--- src/rtl/lpc_pkg.sv ---
package lpc_pkg;
   typedef enum logic [1:0] {
      MODE_RUN       = 2'd0,
      MODE_STOP_PLL  = 2'd1,
      MODE_STOP_XTAL = 2'd2
   } lpc_mode_e;

   localparam logic [1:0] DRV_OFF = 2'b11;
endpackage

--- src/rtl/lpc_mode_ctrl.sv ---
module lpc_mode_ctrl
   import lpc_pkg::*;
(
   input  logic      clk,
   input  logic      rst_n,
   input  logic      boundary,
   input  logic      stop_req,
   input  logic      wake,
   input  logic      cfg_stop_pll_off,
   output lpc_mode_e mode_q,
   output logic      want_q
);
   logic want_nx;

   // wake has priority over a stop request in the same cycle
   always_comb begin
      if (wake)          want_nx = 1'b0;
      else if (stop_req) want_nx = 1'b1;
      else               want_nx = want_q;
   end

   always_ff @(posedge clk) begin
      if (!rst_n) begin
         want_q <= 1'b0;
         mode_q <= MODE_RUN;
      end else begin
         want_q <= want_nx;
         if (boundary) begin
            if (!want_nx)
               mode_q <= MODE_RUN;
            else if (mode_q == MODE_RUN)
               mode_q <= cfg_stop_pll_off ? MODE_STOP_XTAL : MODE_STOP_PLL;
         end
      end
   end
endmodule

--- src/rtl/lpc_divider.sv ---
module lpc_divider
   import lpc_pkg::*;
#(
   parameter int SG_W = 3,
   parameter int XDIV = 128
) (
   input  logic            clk,
   input  logic            rst_n,
   input  lpc_mode_e       mode,
   input  logic            pll_tick,
   input  logic            xtal_tick,
   input  logic [SG_W-1:0] sg_code,
   input  logic            cfg_div128,
   output logic            boundary,
   output logic            half_tick
);
   localparam int MAX_CODE = (1 << SG_W) - 1;
   localparam int RUN_SPAN = 2 << MAX_CODE;
   localparam int XT_SPAN  = 2 * XDIV;
   localparam int CNT_W    = $clog2(RUN_SPAN > XT_SPAN ? RUN_SPAN : XT_SPAN);

   logic [CNT_W-1:0] cnt_q;
   logic [CNT_W:0]   one_ext, run_span, half_span, limit_ext, cnt_nx;
   logic [SG_W:0]    run_sh;
   logic             src_tick, at_lim;

   assign one_ext   = {{CNT_W{1'b0}}, 1'b1};
   assign run_sh    = {1'b0, sg_code} + 1'b1;
   assign run_span  = one_ext << run_sh;
   assign half_span = one_ext << sg_code;
   assign cnt_nx    = {1'b0, cnt_q} + 1'b1;

   always_comb begin
      unique case (mode)
         MODE_RUN:       limit_ext = run_span - 1'b1;
         MODE_STOP_XTAL: limit_ext = cfg_div128 ? (CNT_W+1)'(XT_SPAN - 1) : (CNT_W+1)'(1);
         default:        limit_ext = (CNT_W+1)'(1);
      endcase
   end

   assign src_tick  = (mode == MODE_STOP_XTAL) ? xtal_tick : pll_tick;
   assign at_lim    = {1'b0, cnt_q} >= limit_ext;
   assign boundary  = src_tick & at_lim;
   assign half_tick = (mode == MODE_RUN) && pll_tick
                      && ((cnt_nx & (half_span - 1'b1)) == '0);

   always_ff @(posedge clk) begin
      if (!rst_n)        cnt_q <= '0;
      else if (boundary) cnt_q <= '0;
      else if (src_tick) cnt_q <= cnt_nx[CNT_W-1:0];
   end
endmodule

--- src/rtl/lpc_out_gate.sv ---
module lpc_out_gate #(
   parameter bit REG_OUT = 1'b1
) (
   input  logic clk,
   input  logic rst_n,
   input  logic stb_in,
   input  logic en_in,
   output logic stb_out
);
   generate
      if (REG_OUT) begin : g_reg
         logic stb_q;
         always_ff @(posedge clk) begin
            if (!rst_n) stb_q <= 1'b0;
            else        stb_q <= stb_in & en_in;
         end
         assign stb_out = stb_q;
      end else begin : g_comb
         assign stb_out = stb_in & en_in & rst_n;
      end
   endgenerate
endmodule

--- src/rtl/lpc_clock_select.sv ---
module lpc_clock_select
   import lpc_pkg::*;
#(
   parameter int SG_W    = 3,
   parameter int XDIV    = 128,
   parameter bit REG_OUT = 1'b1
) (
   input  logic            clk,
   input  logic            rst_n,
   input  logic            pll_tick,
   input  logic            xtal_tick,
   input  logic            stop_req,
   input  logic            wake,
   input  logic            cfg_stop_pll_off,
   input  logic            cfg_div128,
   input  logic [SG_W-1:0] cfg_slowgo,
   input  logic [1:0]      drv1,
   input  logic [1:0]      drv2,
   output logic            mod_clk_en,
   output logic            clk1_en,
   output logic            clk2_en,
   output logic            clk1_oe,
   output logic            clk2_oe
);
   generate
      if (SG_W < 1 || SG_W > 4) begin : g_bad_sgw
         $error("lpc_clock_select: SG_W must lie in 1..4");
      end
      if (XDIV < 1 || (XDIV & (XDIV - 1)) != 0) begin : g_bad_xdiv
         $error("lpc_clock_select: XDIV must be a power of two");
      end
   endgenerate

   lpc_mode_e mode_q;
   logic      want_q;
   logic      boundary, half_tick;
   logic      en1, en2;
   logic      oe1_q, oe2_q;

   assign en1 = (drv1 != DRV_OFF);
   assign en2 = (drv2 != DRV_OFF);

   lpc_mode_ctrl u_mode (
      .clk              (clk),
      .rst_n            (rst_n),
      .boundary         (boundary),
      .stop_req         (stop_req),
      .wake             (wake),
      .cfg_stop_pll_off (cfg_stop_pll_off),
      .mode_q           (mode_q),
      .want_q           (want_q)
   );

   lpc_divider #(.SG_W(SG_W), .XDIV(XDIV)) u_div (
      .clk        (clk),
      .rst_n      (rst_n),
      .mode       (mode_q),
      .pll_tick   (pll_tick),
      .xtal_tick  (xtal_tick),
      .sg_code    (cfg_slowgo),
      .cfg_div128 (cfg_div128),
      .boundary   (boundary),
      .half_tick  (half_tick)
   );

   lpc_out_gate #(.REG_OUT(REG_OUT)) u_gmod (
      .clk(clk), .rst_n(rst_n), .stb_in(boundary), .en_in(1'b1), .stb_out(mod_clk_en));
   lpc_out_gate #(.REG_OUT(REG_OUT)) u_g1 (
      .clk(clk), .rst_n(rst_n), .stb_in(boundary), .en_in(en1), .stb_out(clk1_en));
   lpc_out_gate #(.REG_OUT(REG_OUT)) u_g2 (
      .clk(clk), .rst_n(rst_n), .stb_in(half_tick), .en_in(en2), .stb_out(clk2_en));

   always_ff @(posedge clk) begin
      if (!rst_n) begin
         oe1_q <= 1'b0;
         oe2_q <= 1'b0;
      end else begin
         oe1_q <= en1;
         oe2_q <= en2;
      end
   end

   assign clk1_oe = oe1_q;
   assign clk2_oe = oe2_q;
endmodule

--- config.mk ---
export PLATFORM = sky130hd
export DESIGN_NAME = lpc_clock_select
export DESIGN_NICKNAME = d
export VERILOG_FILES = /design/src/rtl/lpc_pkg.sv /design/src/rtl/lpc_mode_ctrl.sv /design/src/rtl/lpc_divider.sv /design/src/rtl/lpc_out_gate.sv /design/src/rtl/lpc_clock_select.sv
export SDC_FILE = /design/constraint.sdc
export NUM_CORES = 1
export LEC_CHECK = 0
export ABC_AREA = 1
export CORE_UTILIZATION = 45
export DETAILED_ROUTE_END_ITERATION = 8
export DONT_BUFFER_PORTS = 1
export GPL_TIMING_DRIVEN = 1
export REMOVE_ABC_BUFFERS = 1
export SETUP_SLACK_MARGIN = 0.15
export SLEW_MARGIN = 10
export SYNTH_ARGS = -nofsm -noshare
export SYNTH_HDL_FRONTEND = slang
export SYNTH_SLANG_ARGS = --single-unit
--- constraint.sdc ---
create_clock -name clk -period 6.08 [get_ports clk]
set_input_delay 0 -clock clk [delete_from_list [all_inputs] [get_ports clk]]
set_output_delay 0 -clock clk [all_outputs]
set_load 0.01 [all_outputs]
# [After elaboration in Yosys (flattened, before gate mapping)]
# Cells that the tools add are included.
[totals] register_bits=16 latchBits=0 ram_bits=0 rom_bits=0 inputBits=15 output_inout_bits=5 word_cells=38 memories=0
[classes] n_addsub=4 multipliers=0 div=0 n_lt_le_gt_ge=1 eq_ne=4 n_shift=2 n_mux=8 n_bitwise=5 n_reduce_logical=6
[op_table] operator="9-bit case mux with 2 select lines" n=1
[op_table] operator="9-bit by 1-bit subtractor with 9-bit output (second input constant)" n=2
[op_table] operator="8-bit by 1-bit adder with 9-bit output (second input constant)" n=1
[op_table] operator="9-bit bitwise AND" n=1
[op_table] operator="8-bit by 9-bit >= comparator with 1-bit output" n=1
[op_table] operator="9-bit zero test" n=1
[op_table] operator="1-bit by 3-bit << shifter with 9-bit output (first input constant)" n=1
[op_table] operator="1-bit by 4-bit << shifter with 9-bit output (first input constant)" n=1
[op_table] operator="8-bit 2-to-1 mux" n=1
[op_table] operator="2-bit 2-to-1 mux" n=3
[op_table] operator="3-bit by 1-bit adder with 4-bit output (second input constant)" n=1
[op_table] operator="2-bit != test (second input constant)" n=2
[op_table] operator="1-bit bitwise AND" n=3
[op_table] operator="1-bit 2-to-1 mux" n=3
[op_table] operator="2-bit == test (second input constant)" n=1
[op_table] operator="1-bit logical AND" n=2
[op_table] operator="2-bit zero test" n=1
[op_table] operator="2-bit by 1-bit != test with 1-bit output (second input constant)" n=1
[op_table] operator="2-bit AND reduction" n=1
[op_table] operator="2-bit OR reduction" n=1
[op_table] operator="1-bit inverter" n=1

# [Depth between registers and ports, before layout]
# Gate-level depths: netlist of the first run.
[depth] ltp_word=7 ltp_mapped=25 ltp_nobuf=23

# [Cells and area by module]
# From an unflattened synthesis of the first run, not the netlist that was laid out.
[hier_totals] cells_unflattened=254 area_unflattened_um2=1585.3
[modules_own_cells] mod="lpc_divider" n_inst=1 cells_per_inst=211 area_per_inst_um2=1249.9 seq_area_each_um2=160.2
[modules_own_cells] mod="lpc_mode_ctrl" n_inst=1 cells_per_inst=23 area_per_inst_um2=168.9 seq_area_each_um2=60.1
[modules_own_cells] mod="lpc_out_gate" n_inst=3 cells_per_inst=4 area_per_inst_um2=33.8 seq_area_each_um2=20.0
[modules_own_cells] mod="lpc_clock_select" n_inst=1 cells_per_inst=8 area_per_inst_um2=65.1 seq_area_each_um2=40.0

# [Least setup slack after synthesis of the first run]
# OpenSTA, ideal clock, no wires.
[synth_path] path_type="input to register" from="in cfg_slowgo[1]" to="reg u_div.cnt_q[1]" arrival_ns=2.336 t_required_ns=5.960 slack_ns=3.624 cell_stages=23 path_buffers=2 path_cell_list="buf_6 -> nand2_1 -> inv_1 -> ha_1 -> buf_2 -> nand2_1 -> ha_1 -> nand3_1 -> nor2_1 -> a21oi_1 -> o21ai_0 -> nand2_1 -> inv_1 -> ha_1 -> nand2_1 -> inv_1 -> nand3_1 -> nor3_1 -> nor2_1 -> nand2_1 -> nand2_4 -> nand2_4 -> a21oi_1"
[synth_via] elab_chain_len=7
[synth_rtl] element="from (decl)" line="lpc_clock_select.sv:16" rtl="input logic [SG_W-1:0] cfg_slowgo,"
[synth_rtl] element="3-bit by 1-bit adder with 4-bit output" line="lpc_divider.sv:28" rtl="assign run_sh = {1'b0, sg_code} + 1'b1;"
[synth_rtl] element="1-bit by 4-bit << shifter with 9-bit output" line="lpc_divider.sv:29" rtl="assign run_span = one_ext << run_sh;"
[synth_rtl] element="9-bit by 1-bit subtractor with 9-bit output" line="lpc_divider.sv:35" rtl="MODE_RUN: limit_ext = run_span - 1'b1;"
[synth_rtl] element="9-bit case mux with 2 select lines" line="lpc_divider.sv:34" rtl="unique case (mode)"
[synth_rtl] element="8-bit by 9-bit >= comparator with 1-bit output" line="lpc_divider.sv:42" rtl="assign at_lim = {1'b0, cnt_q} >= limit_ext;"
[synth_rtl] element="1-bit bitwise AND" line="lpc_divider.sv:43" rtl="assign boundary = src_tick & at_lim;"
[synth_rtl] element="2-bit OR reduction (no source line)"
[synth_rtl] element="to (signal assigned)" line="lpc_divider.sv:50" rtl="else if (src_tick) cnt_q <= cnt_nx[CNT_W-1:0];"
[synth_rtl] element="to (decl)" line="lpc_divider.sv:22" rtl="logic [CNT_W-1:0] cnt_q;"
# Every way passes these cells.
# A chain may end at the register's enable or synchronous reset.

# [Worst setup path after layout of the first run]
[layout_path] from="reg u_mode.mode_q[0]" to="reg u_mode.mode_q[0]"
[layout_via] elab_chain_len=5 elab_cells_between_ends=8
[layout_rtl] element="from (decl)" line="lpc_mode_ctrl.sv:10" rtl="output lpc_mode_e mode_q,"
[layout_rtl] element="from (signal assigned)" line="lpc_mode_ctrl.sv:32" rtl="mode_q <= cfg_stop_pll_off ? MODE_STOP_XTAL : MODE_STOP_PLL;"
[layout_rtl] element="2-bit == test or 2-bit zero test (tied branches)" line="lpc_divider.sv:34, lpc_divider.sv:41, lpc_mode_ctrl.sv:31"
[layout_rtl] element="9-bit case mux with 2 select lines" line="lpc_divider.sv:34"
[layout_rtl] element="8-bit by 9-bit >= comparator with 1-bit output" line="lpc_divider.sv:42"
[layout_rtl] element="1-bit bitwise AND" line="lpc_divider.sv:43"
[layout_rtl] element="2-bit AND reduction (no source line) *"
# Every way passes the cells marked *; elsewhere a longest branch is shown, timed or not.

==> results of run 1 <==
cell families (layout without fill, tap and decap cells):
kind of cell	count (synthesis)	in the layout
and+or+nand+nor	117	117
DFF	16	16
buffers and inverters	42	52
AOI/OAI and AO/OA	33	33
xor gates and xnor gates	9	9
adders and majority gates	14	14
stage by stage:
step | hold WS [ps] | setup WS, ps
global placement | 84.8 | 3490
floorplan | 79.3 | 3740
detailed placement | 86.0 | 3480
global route | 46.3 | 3280
finish | 33.3 | 3560
CTS | 33.2 | 3560
layer usage:
| layer | vias to the layer above | part of all wire [%] |
|---|---|---|
| li1 | 758 | - |
| met1 | 590 | 49 |
| met2 | 14 | 47 |
| met3 | 2 | 2.9 |
| met4 | 0 | 0.41 |
| met5 | - | 0 |
final cells by class:
class                      count  area [sq um]
fill                         337          1460
sequential                    16           320
multi-input combinational    173           953
clock buffer                   3          22.5
tap                           44          55.1
inverter                      39           146
timing repair buffer          10          97.6
worst min-delay path by stage:
stage | start | endpoint | slack (ps) | cells after the start
floorplan | wake | u_mode.want_q | 80 | 1
global placement | wake | u_mode.want_q | 80 | 1
detailed placement | wake | u_mode.want_q | 90 | 1
CTS | cfg_stop_pll_off | u_mode.mode_q[0] | 30 | 5
global route | cfg_stop_pll_off | u_mode.mode_q[0] | 50 | 5
finish | cfg_slowgo[2] | u_g2.stb_out | 30 | 5
layout by cell type, fill, tap and decap left out, drive strengths merged:
master / synthesis / final
nand2: 60 / 60
inv: 39 / 39
nor2: 27 / 27
a21oi: 17 / 17
dfxtp: 16 / 16
nand3: 16 / 16
ha: 14 / 14
o21ai: 9 / 9
dlygate4sd3: 0 / 9
xor2: 8 / 8
nor3: 8 / 8
or2: 3 / 3
nand4: 3 / 3
o211ai: 3 / 3
clkbuf: 0 / 3
o21a: 1 / 1
o31ai: 1 / 1
o21bai: 1 / 1
o2111ai: 1 / 1
xnor2: 1 / 1
buf: 3 / 1
critical path: stages (launching register included):
cell	delay [ps]
dfxtp_1	330
nor2_1	410
inv_1	210
o21ai_0	250
inv_1	70
ha_1	290
nand2_1	80
nor2_1	80
nand2_1	50
nand3_1	60
nand2_1	50
nand2_1	50
nand2_1	50
nand2_1	170
nand4_1	130
nand2_1	90
nor2_1	40
timing repair:
action / 4_1_cts / 5_1_grt
setup endpoints to repair: 0 / 0
endpoints found under the hold margin: 15 / 0
setup buffers: 0 / 0
hold buffers: 9 / 0
flip-flops by register name, indices dropped and copies added (netlist names):
| signal | cells |
|---|---|
| u_gmod.stb_out | 1 |
| u_g2.stb_out | 1 |
| u_g1.stb_out | 1 |
| u_div.cnt_q | 8 |
| clk2_oe | 1 |
| u_mode.mode_q | 2 |
| clk1_oe | 1 |
| u_mode.want_q | 1 |
power breakdown:
group          internal [mW]  switching (mW)
Clock                 0.0230          0.0318
Combinational         0.0245          0.0366
Sequential             0.107         0.00219
Total                  0.155          0.0705
==> flow_metrics.py, run 1 <==
metrics = {
    "hold_path": {
        "hold_class": "in -> reg",
    },
    "setup_path": {
        "cp.required_ps": 6250,
        "reg2reg_depth": 16,
        "crit_start": "u_mode.mode_q[0]",
        "worstPathArrival_ps": 2700,
        "start_kind": "register",
        "critPathMaxFanout": 6,
        "r2r_start": "u_mode.mode_q[0]",
        "worstSetupPathType": "reg -> reg",
        "timing.rr.end": "u_mode.mode_q[0]",
        "endpoint_kind": "register",
        "r2r_slack_ps": 3560,
        "endpoint": "u_mode.mode_q[0]",
    },
    "routing": {
        "vias_per_cell": 4.79,
        "antenna_left": 0,
        "via_count": 1364,
        "drt_iter0_drc": 56,
        "drc": 0,
        "wl_mm": 3.18,
        "first_pass_iters": 4,
        "wl_per_cell_microns": 11.2,
    },
    "floorplan": {
        "fp.coreArea_sq_um": 3050,
        "start_util_pct": 47.2,
        "dieArea_sq_um": 3430,
        "die_h_microns": 58.6,
        "die_x_microns": 58.6,
        "io_pins": 20,
        "rows": 20,
    },
    "sta": {
        "fin_crit_ps": 2520,
        "setup_tns_ps": 0,
        "final.period_utilization_pct": 41.5,
        "slew_headroom_pct": 66.5,
        "timing_hold_violations_final": 0,
        "fmax_mhz": 396,
        "grt_setup_unrepaired": "no",
        "clock_skew_ps": 4.22,
        "slew_violations": 0,
        "tightest_slew_ps": 501,
        "setup_viol": 0,
    },
    "global_routing": {
        "grt_pass1_wl_mm": 5.20,
        "grt_use_met2_pct": 31.9,
        "grt_overflow": 0,
        "use_met3_pct": 3.96,
        "antenna_found_initial": 0,
        "groute.layer.met1.usage_pct": 28.0,
        "grt_max_degree": 16,
        "first_global_vias": 1221,
        "grt_use_total_pct": 19.8,
        "grt_busiest_layer": "met2",
    },
    "final_layout": {
        "syn2layout_area_growth_pct": 10.7,
        "final_area_sq_um": 1600,
        "nets": 272,
        "drive_above_1_share_pct": 5.81,
        "antenna_cells": 0,
        "fin_cells": 285,
        "fin_util_pct": 52.3,
    },
    "logic_synthesis": {
        "synth_common_cells": "nand2_1 (57), inv_1 (38), nor2_1 (27)",
        "syn_inst": 231,
        "synthSimpleGateAreaFrac_pct": 35.5,
        "synth.avg_cell_area_sq_um": 6.24,
        "ys_top_cells_by_area": "dfxtp_1 (22%), nand2_1 (15%), ha_1 (12%)",
        "synth_top_area_cell": "dfxtp_1",
        "synth_compound_area_share_pct": 13.0,
        "synth.area.mux_share_pct": 0,
        "synth.most_common_cell": "nand2_1",
        "syn_area_sq_um": 1440,
        "ys_ff_latch": 16,
        "synth_cell_types": 25,
        "synth_xor_area_share_pct": 5.47,
        "yosysTopAreaCellShare_pct": 22.2,
        "yosys_warnings": 0,
        "async_flop_share_pct": 0,
        "synth_edf_count": 0,
        "ys_seq_area_share_pct": 22.2,
        "synth_adder_area_share_pct": 12.2,
        "synth_ff_type": "dfxtp_1",
        "synth_top_family_by_area": "simple AND/OR/NAND/NOR gates",
    },
    "power_and_ir_drop": {
        "total_leakage_power_nw": 0.830,
        "powerDensity_nw_per_um2": 141,
        "total_power_uw": 225,
        "vdd_drop_max_mv": 0.0831,
    },
    "clocking": {
        "clkTransAtPathRegs_ps": 90,
        "numCtsBuffers": 3,
        "cts.repair.resized": 0,
        "cts_root_buffer": "clkbuf_4",
        "cts_tree": "done",
        "clockBufferDepth": 2,
        "cts_sinks": 16,
        "htree_num_levels": 1,
        "clkLatencyLatePin_ps": 280,
    },
    "place": {
        "gp_congestion": 0.857,
        "port_buffers": 0,
        "dp.cells": 273,
        "hpwl_mm": 2.54,
        "dpl_cell_area_sq_um": 1480,
    },
    "outcome": {
        "status": "complete, no violations",
    },
    "run": {
        "max_cap_violations": 0,
    },
}
Note: power is estimated with default switching activity, not from simulation.
==> inputs of run 2 (changes only) <==
==> constraint.sdc (replaced) <==
create_clock -name clk -period 2.6 [get_ports clk]
set_input_delay 0 -clock clk [delete_from_list [all_inputs] [get_ports clk]]
set_output_delay 0 -clock clk [all_outputs]
set_load 0.01 [all_outputs]
==> run 2 against run 1 <==
  * Register-to-register slack worse by 3000 ps
  * Clock-buffer cell count unchanged
  * Non-clock buffer count rose by 6
  * Die area unchanged
  * Cell count grew 2.1%
  * Design area grew 3.3%
  * Power up 140%
  * Worst hold slack worse by 5.4 ps
  * Sequential power up 130%
  * Critical path type is now in -> reg
  * Combinational power rose by 150%
  * Largest power group unchanged
  * Utilization up 1.7 points
==> flow_metrics.py, run 2 (synthesis results as in run 1) <==
metrics = {
    "sta": {
        "final.period_utilization_pct": 83.1,
        "fin_crit_ps": 2160,
        "slew_violations": 0,
        "timing_hold_violations_final": 0,
        "slew_headroom_pct": 79.9,
        "clock_skew_ps": 0.879,
        "setup_tns_ps": 0,
        "tightest_slew_ps": 299,
        "setup_viol": 0,
        "fmax_mhz": 463,
        "grt_setup_unrepaired": "no",
    },
    "clocking": {
        "cts_sinks": 16,
        "cts_tree": "done",
        "clkLatencyLatePin_ps": 280,
        "htree_num_levels": 1,
        "numCtsBuffers": 3,
        "cts_root_buffer": "clkbuf_4",
        "clkTransAtPathRegs_ps": 90,
        "post-cts-setup-buffer-count": 0,
        "clockBufferDepth": 2,
    },
    "routing": {
        "first_pass_iters": 4,
        "antenna_left": 0,
        "wl_mm": 3.21,
        "drt_iter0_drc": 49,
        "drc": 0,
        "wl_per_cell_microns": 11.0,
        "vias_per_cell": 4.84,
        "via_count": 1408,
    },
    "floorplan": {
        "rows": 20,
        "dieArea_sq_um": 3430,
        "die_h_microns": 58.6,
        "die_x_microns": 58.6,
        "start_util_pct": 47.2,
        "io_pins": 20,
        "fp.coreArea_sq_um": 3050,
    },
    "setup_path": {
        "path_cells": "nand2_1, inv_1, ha_1, nand2_1, ha_1, nand3_1, nor2_1, a21oi_1, o21ai_0, nand2_1, inv_1, ha_1, nand2_1, inv_1, nand3_1, nor3_1, nor2_1, nand2_2, nand2_4, nand2_4, a21oi_1",
        "crit_start": "cfg_slowgo[0]",
        "endpoint_kind": "register",
        "critPathMaxFanout": 8,
        "critPathSlowestCell": "ha_1",
        "worstPathArrival_ps": 2330,
        "r2r_start": "u_mode.mode_q[1]",
        "worstSetupPathType": "in -> reg",
        "start_kind": "primary input",
        "path_common_cell": "nand2_1",
        "critPathMaxStageDelay_ps": 360,
        "worst-path-buf-inv": 3,
        "cp.required_ps": 2770,
        "cpLargestDelayFamily": "simple AND/OR/NAND/NOR gates",
    },
    "final_layout": {
        "top_regs": "u_div.cnt_q (8), u_mode.mode_q (2)",
        "antenna_cells": 0,
        "nets": 278,
        "layout_commonest_cell": "nand2_1",
        "regMostFlops": "u_div.cnt_q",
        "drive_above_1_share_pct": 8.50,
        "final_cell_mix": "nand2_1 (56), inv_1 (38), nor2_1 (27)",
        "syn2layout_area_growth_pct": 14.3,
        "largest_register_ffs": 8,
        "fin_util_pct": 54.0,
    },
    "power_and_ir_drop": {
        "p_comb_share_pct": 28.4,
        "clockPowerShare_pct": 23.6,
        "vdd_drop_max_mv": 0.175,
        "total_power_uw": 533,
        "total_leakage_power_nw": 0.857,
        "powerDensity_nw_per_um2": 323,
        "p_seq_share_pct": 48.1,
        "switching_share_pct": 31.2,
        "p_switching_uw": 166,
        "p_int_uw": 367,
    },
    "place": {
        "hpwl_mm": 2.65,
        "port_buffers": 0,
        "gp_congestion": 0.865,
    },
    "global_routing": {
        "grt_max_degree": 16,
        "grt_use_total_pct": 20.4,
        "grt_overflow": 0,
        "first_global_vias": 1262,
        "grt_pass1_wl_mm": 5.45,
        "antenna_found_initial": 0,
    },
    "hold_path": {
        "hold_start": "cfg_stop_pll_off",
        "hold_class": "in -> reg",
    },
    "outcome": {
        "status": "complete, no violations",
    },
    "run": {
        "max_cap_violations": 0,
    },
}
-- run 2: cell count changes in the layout (fill, tap and decap cells not counted), sizes merged --
| cell | before | now |
|---|---|---|
| buf | 1 | 6 |
| dlygate4sd3 | 9 | 10 |
-- run 2: path summary, 6_finish.rpt --
path / depth (start not counted) / end / slack, ps
worst max-delay path: 21 / u_div.cnt_q[2] / 440
worst min-delay path: 5 / u_mode.mode_q[0] / 30
worst max register to register: 17 / u_div.cnt_q[2] / 520
worst min register to register: 4 / u_mode.mode_q[0] / 550
-- run 2: worst register-to-register path: cells and delay by family, from the launching register on --
kind,cells,cell delay [ps]
AND/OR/NAND/NOR,12,1040
flip-flops,1,340
AO/OA/AOI/OAI,2,180
buffers and inverters,2,130
adder cells (fa/ha/maj),1,290
-- run 2: power groups by stage --
stage                     clock, mW  sequential (mW)  combinational [mW]
after floorplan                   0            0.261               0.107
after global placement            0            0.262               0.137
after detailed placement          0            0.262               0.137
after CTS                     0.129            0.256               0.150
after global routing          0.140            0.257               0.174
final                         0.126            0.256               0.151
-- run 2: timing repair --
| action | CTS | global route |
|---|---|---|
| endpoints found under the hold margin | 15 | 0 |
| resized for setup | 0 | 2 |
| hold buffers | 10 | 0 |
| setup endpoints to repair | 0 | 10 |
-- run 2: layout make-up --
cell class / instances / area, sq um
Inverter: 39 / 146
Timing Repair Buffer: 16 / 145
Clock buffer: 3 / 22.5
Tap cell: 44 / 55.1
Multi-Input combinational cell: 173 / 958
Sequential cell: 16 / 320
Fill cell: 342 / 1410
-- run 2: stage by stage --
stage / std cells / area [sq um] / setup slack, ps / hold slack [ps]
5_1_grt: 291 / 1650 / 163 / 80.8
2_1_floorplan: 228 / 1420 / 264 / 79.3
4_1_cts: 291 / 1640 / 331 / 28.3
3_5_place_dp: 278 / 1520 / 53.1 / 88.1
6_report: 291 / 1650 / 441 / 27.9
3_3_place_gp: 278 / 1520 / 88.0 / 84.5
-- run 2: layer usage --
| metal | GRT usage (%) | routed length (microns) |
|---|---|---|
| met1 | 28.1 | 1640 |
| met2 | 34.0 | 1480 |
| met3 | 3.30 | 76 |
| met4 | 3.74 | 16 |
| met5 | 0 | 0 |
